`config.mk`:
```
export PLATFORM = sky130hd
export DESIGN_NAME = ser_div_cfg
export DESIGN_NICKNAME = d
export VERILOG_FILES = /design/src/rtl/ser_div_cfg_pkg.sv /design/src/rtl/cfg_sync.sv /design/src/rtl/cfg_shift.sv /design/src/rtl/cfg_latch.sv /design/src/rtl/ser_div_cfg.sv
export SDC_FILE = /design/constraint.sdc
export NUM_CORES = 1
export LEC_CHECK = 0
export ABC_AREA = 1
export BUFFER_PORTS_ARGS = -buffer_cell sky130_fd_sc_hd__buf_2
export CELL_PAD_IN_SITES_DETAIL_PLACEMENT = 0
export CELL_PAD_IN_SITES_GLOBAL_PLACEMENT = 1
export CORE_AREA = 2 2 51 53
export CTS_BUF_LIST = sky130_fd_sc_hd__clkbuf_8
export CTS_CLUSTER_DIAMETER = 40
export DETAILED_ROUTE_END_ITERATION = 8
export DIE_AREA = 0 0 53 55
export PLACE_DENSITY_LB_ADDON = 0.15
export SYNTH_ARGS = -nofsm -noshare
export SYNTH_HDL_FRONTEND = slang
export SYNTH_SLANG_ARGS = --single-unit
```
`constraint.sdc`:
```
create_clock -name clk -period 2 [get_ports clk]
set_clock_uncertainty 0.2 [all_clocks]
set_input_delay 0 -clock clk [delete_from_list [all_inputs] [get_ports clk]]
set_output_delay 0 -clock clk [all_outputs]
set_load 0.03 [all_outputs]
```
`src/rtl/ser_div_cfg_pkg.sv`:
```
package ser_div_cfg_pkg;
  typedef enum logic [1:0] {
    LAT_HOLD = 2'd0,
    LAT_LOAD = 2'd1,
    LAT_PASS = 2'd2
  } lat_mode_e;
endpackage

```
`src/rtl/cfg_sync.sv`:
```
module cfg_sync #(
  parameter int W      = 3,
  parameter int STAGES = 2
) (
  input  logic         clk,
  input  logic         rst,
  input  logic [W-1:0] d,
  output logic [W-1:0] q,
  output logic [W-1:0] rise
);
  logic [W-1:0] chain [STAGES];
  logic [W-1:0] prev;

  genvar s;
  generate
    for (s = 0; s < STAGES; s++) begin : g_stage
      always_ff @(posedge clk) begin
        if (rst) chain[s] <= '0;
        else if (s == 0) chain[s] <= d;
        else chain[s] <= chain[(s == 0) ? 0 : s-1];
      end
    end
  endgenerate

  always_ff @(posedge clk) begin
    if (rst) prev <= '0;
    else     prev <= chain[STAGES-1];
  end

  assign q    = chain[STAGES-1];
  assign rise = chain[STAGES-1] & ~prev;
endmodule

```
`src/rtl/cfg_shift.sv`:
```
module cfg_shift #(
  parameter int M_W   = 6,
  parameter int N_W   = 2,
  parameter int N_LSB = 9
) (
  input  logic           clk,
  input  logic           rst,
  input  logic           shift_en,
  input  logic           din,
  output logic [M_W-1:0] cur_m,
  output logic [N_W-1:0] cur_n,
  output logic [M_W-1:0] nxt_m,
  output logic [N_W-1:0] nxt_n
);
  localparam int SR_W = N_LSB + N_W;
  logic [SR_W-1:0] sr;

  always_ff @(posedge clk) begin
    if (rst)           sr <= '0;
    else if (shift_en) sr <= {sr[SR_W-2:0], din};
  end

  assign cur_m = sr[M_W-1:0];
  assign cur_n = sr[N_LSB +: N_W];
  assign nxt_m = {sr[M_W-2:0], din};
  assign nxt_n = sr[N_LSB-1 +: N_W];
endmodule

```
`src/rtl/cfg_latch.sv`:
```
module cfg_latch
  import ser_div_cfg_pkg::*;
#(
  parameter int M_W       = 6,
  parameter int N_W       = 2,
  parameter int M_MIN     = 4,
  parameter int M_DEFAULT = 32
) (
  input  logic           clk,
  input  logic           rst,
  input  logic           pu_nsel,
  input  lat_mode_e      mode,
  input  logic [M_W-1:0] ld_m,
  input  logic [N_W-1:0] ld_n,
  input  logic [M_W-1:0] ps_m,
  input  logic [N_W-1:0] ps_n,
  output logic [M_W-1:0] m_out,
  output logic [N_W-1:0] n_out
);
  localparam logic [M_W-1:0] MIN_V = M_W'(M_MIN);
  localparam logic [M_W-1:0] DEF_V = M_W'(M_DEFAULT);

  logic [M_W-1:0] m_sel;
  logic [N_W-1:0] n_sel;

  always_comb begin
    m_sel = (mode == LAT_PASS) ? ps_m : ld_m;
    n_sel = (mode == LAT_PASS) ? ps_n : ld_n;
  end

  always_ff @(posedge clk) begin
    if (rst) begin
      m_out <= DEF_V;
      n_out <= {{(N_W-1){1'b0}}, pu_nsel};
    end else if (mode != LAT_HOLD) begin
      m_out <= (m_sel < MIN_V) ? MIN_V : m_sel;
      n_out <= n_sel;
    end
  end
endmodule

```
`src/rtl/ser_div_cfg.sv`:
```
module ser_div_cfg
  import ser_div_cfg_pkg::*;
#(
  parameter int SYNC_STAGES = 2,
  parameter int M_W         = 6,
  parameter int N_W         = 2,
  parameter int N_LSB       = 9,
  parameter int M_MIN       = 4,
  parameter int M_DEFAULT   = 32
) (
  input  logic           clk,
  input  logic           rst,
  input  logic           ser_clk,
  input  logic           ser_dat,
  input  logic           ser_ld,
  input  logic           pu_nsel,
  output logic [M_W-1:0] m_div,
  output logic [N_W-1:0] n_code
);
  logic [2:0] s_lvl, s_rise;
  logic       clk_rise, ld_rise, ld_hi, dat_s, pass_evt;
  lat_mode_e  mode;
  logic [M_W-1:0] cur_m, nxt_m;
  logic [N_W-1:0] cur_n, nxt_n;

  cfg_sync #(.W(3), .STAGES(SYNC_STAGES)) u_sync (
    .clk(clk), .rst(rst),
    .d({ser_ld, ser_dat, ser_clk}),
    .q(s_lvl), .rise(s_rise)
  );

  assign clk_rise = s_rise[0];
  assign ld_rise  = s_rise[2];
  assign dat_s    = s_lvl[1];
  assign ld_hi    = s_lvl[2];
  assign pass_evt = ld_hi & clk_rise & ~ld_rise;

  always_comb begin
    if (ld_rise)       mode = LAT_LOAD;
    else if (pass_evt) mode = LAT_PASS;
    else               mode = LAT_HOLD;
  end

  cfg_shift #(.M_W(M_W), .N_W(N_W), .N_LSB(N_LSB)) u_shift (
    .clk(clk), .rst(rst), .shift_en(clk_rise), .din(dat_s),
    .cur_m(cur_m), .cur_n(cur_n), .nxt_m(nxt_m), .nxt_n(nxt_n)
  );

  cfg_latch #(.M_W(M_W), .N_W(N_W), .M_MIN(M_MIN), .M_DEFAULT(M_DEFAULT)) u_latch (
    .clk(clk), .rst(rst), .pu_nsel(pu_nsel), .mode(mode),
    .ld_m(cur_m), .ld_n(cur_n), .ps_m(nxt_m), .ps_n(nxt_n),
    .m_out(m_div), .n_out(n_code)
  );
endmodule

```
# == After elaboration in Yosys (flattened, before gate mapping) ==
# Memories as Yosys holds them, arrays and structs flattened.
# Index checks and enable logic that the tools add are counted.
# totals
regBits,22
ramBits,6
in_bits,6
out_inout_bits,8
wordCells,29
mem_count,1
# mem_list
name,words,width,read_ports,rd_ports_with_merged_regs,wr,line_no,text
u_sync.chain,2,3,2,0,2,cfg_sync.sv:11,logic [W-1:0] chain [STAGES];
# op_classes
magnitude_cmp,1
eq_ne,1
muxes,12
bitwise_logic,7
reduce_logical,2
# ops
op,count
two-way mux 6 bit,2
"less-than comparator 6 x 3 -> 1 bit, second input constant",1
two-way mux 2 bit,3
two-way mux 3 bit,2
two-way mux 1 bit,5
nonzero test 2 bit,2
AND 3 bit,1
NOT 3 bit,1
AND 1 bit,2
"equality test 2 bit, second input constant",1
bitwise OR 1 bit,2
NOT 1 bit,1

# == Logic depth before layout (Yosys ltp) ==
# depth
ltp_word,10
mapped_depth,9
ltp_nobuf,9

# == By module ==
# A second synthesis with hierarchy kept.
# unflattened
cells_unflattened,180
area_unflattened_um2,1290.0
# modules_own_cells
mod,n_inst,cells_each,area_per_inst_um2,seq_area_each_um2
cfg_shift,1,86,578.1,220.2
cfg_latch,1,61,431.7,170.2
cfg_sync,1,31,270.3,180.2
ser_div_cfg,1,2,10.0,0.0

# == Worst setup path after synthesis ==
# No wires, ideal clock.
# synth_timing
kind,register to register
from,memory u_sync.chain[1][0]
to,register u_latch.m_out[0]
setup_ps,112
arrival_ps,956
t_required_ps,1688
path_slack_ps,732
path_stages_with_launch,10
path_buffers,0
period_less_slack_ps,1268
path_cell_list,dfxtp_1 -> inv_2 -> nor2_4 -> nand2_4 -> nand2_2 -> nand2_2 -> nor2_1 -> nand2_2 -> nand2_1 -> nand2_1
# synth_lines
element,line_no,text
from (decl),cfg_sync.sv:11,
to (signal assigned),cfg_latch.sv:36,m_out <= (m_sel < MIN_V) ? MIN_V : m_sel;
to (decl),cfg_latch.sv:17,"output logic [M_W-1:0] m_out,"

==> results.txt <==
mean post-synth cell area -> 7.834 sq um
DRT Pass-1 Iters -> 2
CTS Buffer Depth -> 2
Placed Area -> 1132 sq um
# setup viols final -> 0
# clock sinks -> 27
post-synth top area share -> 49.58%
WL per Instance -> 9.892 microns
CP Launch Type -> flip-flop
RR Startpoint -> u_sync.chain[1][0]
Util after Layout -> 53.17%
IO Count -> 14
Comb pwr share -> 10.0%
switching share of total power -> 23.35%
final period demand of the worst path -> 1.563 ns
grt ovf -> 0
Synthesis Warnings -> 0
Mapped Nets -> 140
largest net degree at the start of global routing -> 16
Setup WS pre-CTS -> 0.4368 ns
crit end category -> flip-flop
worst r2r dst -> u_latch.m_out[1]
WL final -> 1.830 mm
Yosys cell types -> 17
Arr. time, crit path -> 1.53 ns
Post-Syn Area -> 1050 sq um
CP Class -> reg -> reg
Net Sw Power -> 0.0002252 W
Crit path required time -> 1.97 ns
R2R setup slack -> 0.44 ns
Leak -> 0.5765 nW
Die ar. -> 2915 sq um
worst setup slack after layout -> 0.4373 ns
synth top area cells -> dfxtp_1, nor2_1, nand2_1, o21ai_0, inv_1
Power Density -> 766.9 nW/um^2
Gate Count Post-Synth -> 134
clock network power share -> 30.4%
total power draw -> 0.0009644 W
Final Hold Viols -> 0
design area -> 1257 sq um
core footprint -> 2365 sq um
Slew Viols, Final -> 0
IO buf count -> 13
H-tree depth -> 1
most area-hungry cell type in the Yosys netlist -> dfxtp_1
CTS clock-pin slew for the worst setup and hold paths -> 0.09 ns
Final GP Congestion -> 0.7231
post-synthesis sequential area ratio -> 52.44%
hpwl dp -> 1.287 mm
Slew Limit Headroom -> 73.23%
Hold Path Sink -> u_sync.chain[1][2]
fraction of final layout cells with drive strength greater than 1 -> 20.65%
number of diodes -> 0
Antenna Nets Post-Route -> 0
Initial Utilization -> 44.39%
max_cap viols -> 0
worst skew pair latency -> 0.26 ns
Hold Path Class -> reg -> reg
Internal Dissipation -> 0.0007392 W
first-pass GRT wire length -> 3.125 mm
largest vdd supply drop -> 478.2 uV
Flop pwr share -> 59.7%
Max Fclk -> 639.9 MHz
hold path cells -> 2
Total GRT Usage -> 15.16%
RSZ-0062 raised after global routing -> no
fillers -> 241
die width -> 53 microns
die height -> 55 microns
synth-to-layout area growth -> 19.79%
vias after detailed routing -> 832
Iteration-0 DRC Markers -> 6
vias in the first global route -> 727
most frequent cells in the layout -> nor2_1, dfxtp_1, nand2_1
Least-Margin Pin Slew -> 0.4011 ns
setup TNS -> 0 ns
hold_sp -> u_sync.chain[0][2]
crit-path max FO -> 12
register bit count reported by yosys -> 27
Vias/cell -> 4.497
CTS tree -> yes
initial antenna violation count -> 0
total CTS buffers -> 3
status -> finished clean
# rows -> 18
Total Nets Final -> 162
Tcrit/Tclk final -> 78.14%
Root Driver -> clkbuf_8
DRC viols -> 0
r2r worst-path depth -> 9
critical path: stages, from the launching register on:
cell     delay [ns]
dfxtp_1        0.36
inv_2          0.06
nor2_4         0.25
nand2_4        0.13
nand2_1        0.08
nand2_1        0.07
nor2_2         0.13
nand2_2        0.08
nand2_1        0.06
nand2_1        0.05
metal layers:
| layer | part of all wire (%) | global-route usage, % |
|---|---|---|
| met1 | 47 | 18.64 |
| met2 | 48 | 25.21 |
| met3 | 3.2 | 3.226 |
| met4 | 1.7 | 7.692 |
| met5 | 0 | 0 |
registers in the layout, summed over array words and instances, names as in the netlist:
signal,count
u_sync.prev,2
u_latch.n_out,2
u_sync.chain,6
u_latch.m_out,6
u_shift.sr,11
through the flow:
| stage | hold WS, ns | std cells |
|---|---|---|
| 2_1_floorplan | -0.09303 | 134 |
| 3_3_place_gp | -0.001016 | 173 |
| 3_5_place_dp | 0.007463 | 173 |
| 4_1_cts | 0.2089 | 185 |
| 5_1_grt | 0.2245 | 185 |
| 6_report | 0.2070 | 185 |
worst max path at each step:
stage / start / to / slack (ns) / depth (start not counted)
floorplan: u_sync.chain[1][0] / u_latch.m_out[0] / 0.73 / 9
global placement: u_sync.chain[1][0] / u_latch.m_out[0] / 0.48 / 9
detailed placement: u_sync.chain[1][0] / u_latch.m_out[1] / 0.44 / 9
CTS: u_sync.chain[1][0] / u_latch.m_out[1] / 0.42 / 9
global route: u_sync.chain[1][0] / u_latch.m_out[0] / 0.28 / 9
finish: u_sync.chain[1][0] / u_latch.m_out[1] / 0.44 / 9
timing repair:
action / in CTS / in global routing
hold buffers: 8 / 0
buffers inserted: 0 / 0
resized for setup: 0 / 0
hold endpoints to repair: 10 / 0
synth_stat cells:
library cell / number
buf_2: 4
inv_2: 3
nor2_2: 2
dfxtp_1: 26
nand2_2: 7
nand2_4: 1
nor2_1: 26
nand2_1: 22
a21oi_2: 1
edfxtp_1: 1
nor2_4: 2
o21ai_0: 15
inv_1: 13
nand3_1: 1
a22o_1: 2
a21oi_1: 6
a31oi_1: 2
cell families (layout without fill, tap and decap cells):
| logic type | count (synthesis) | count (layout) | share of synthesized area, % |
|---|---|---|---|
| buffers and inverters | 20 | 41 | 7.628 |
| DFF | 27 | 27 | 52.44 |
| AOI/OAI and AO/OA | 26 | 26 | 13.71 |
| and+or+nand+nor | 61 | 61 | 26.22 |
power by group through the flow:
stage	sequential (W)	clock (W)	combinational, W
6_report	0.000575	0.000293	0.0000961
5_1_grt	0.000578	0.000328	0.000111
4_1_cts	0.000575	0.000308	0.0000971
3_5_place_dp	0.000588	0	0.0000852
3_3_place_gp	0.000588	0	0.0000841
2_1_floorplan	0.000596	0	0.0000577
area by class of cell:
type	instances	area, sq um	share of cell area (%)
Inverter	16	60.06	4.776
Timing Repair Buffer	21	145.1	11.54
Clock buffer	3	41.29	3.284
Tap cell	30	37.54	2.985
Sequential cell	27	550.5	43.78
Clock inverter	1	3.754	0.2985
Multi-Input combinational cell	87	419.2	33.33
(Power assumes the default switching activity.)
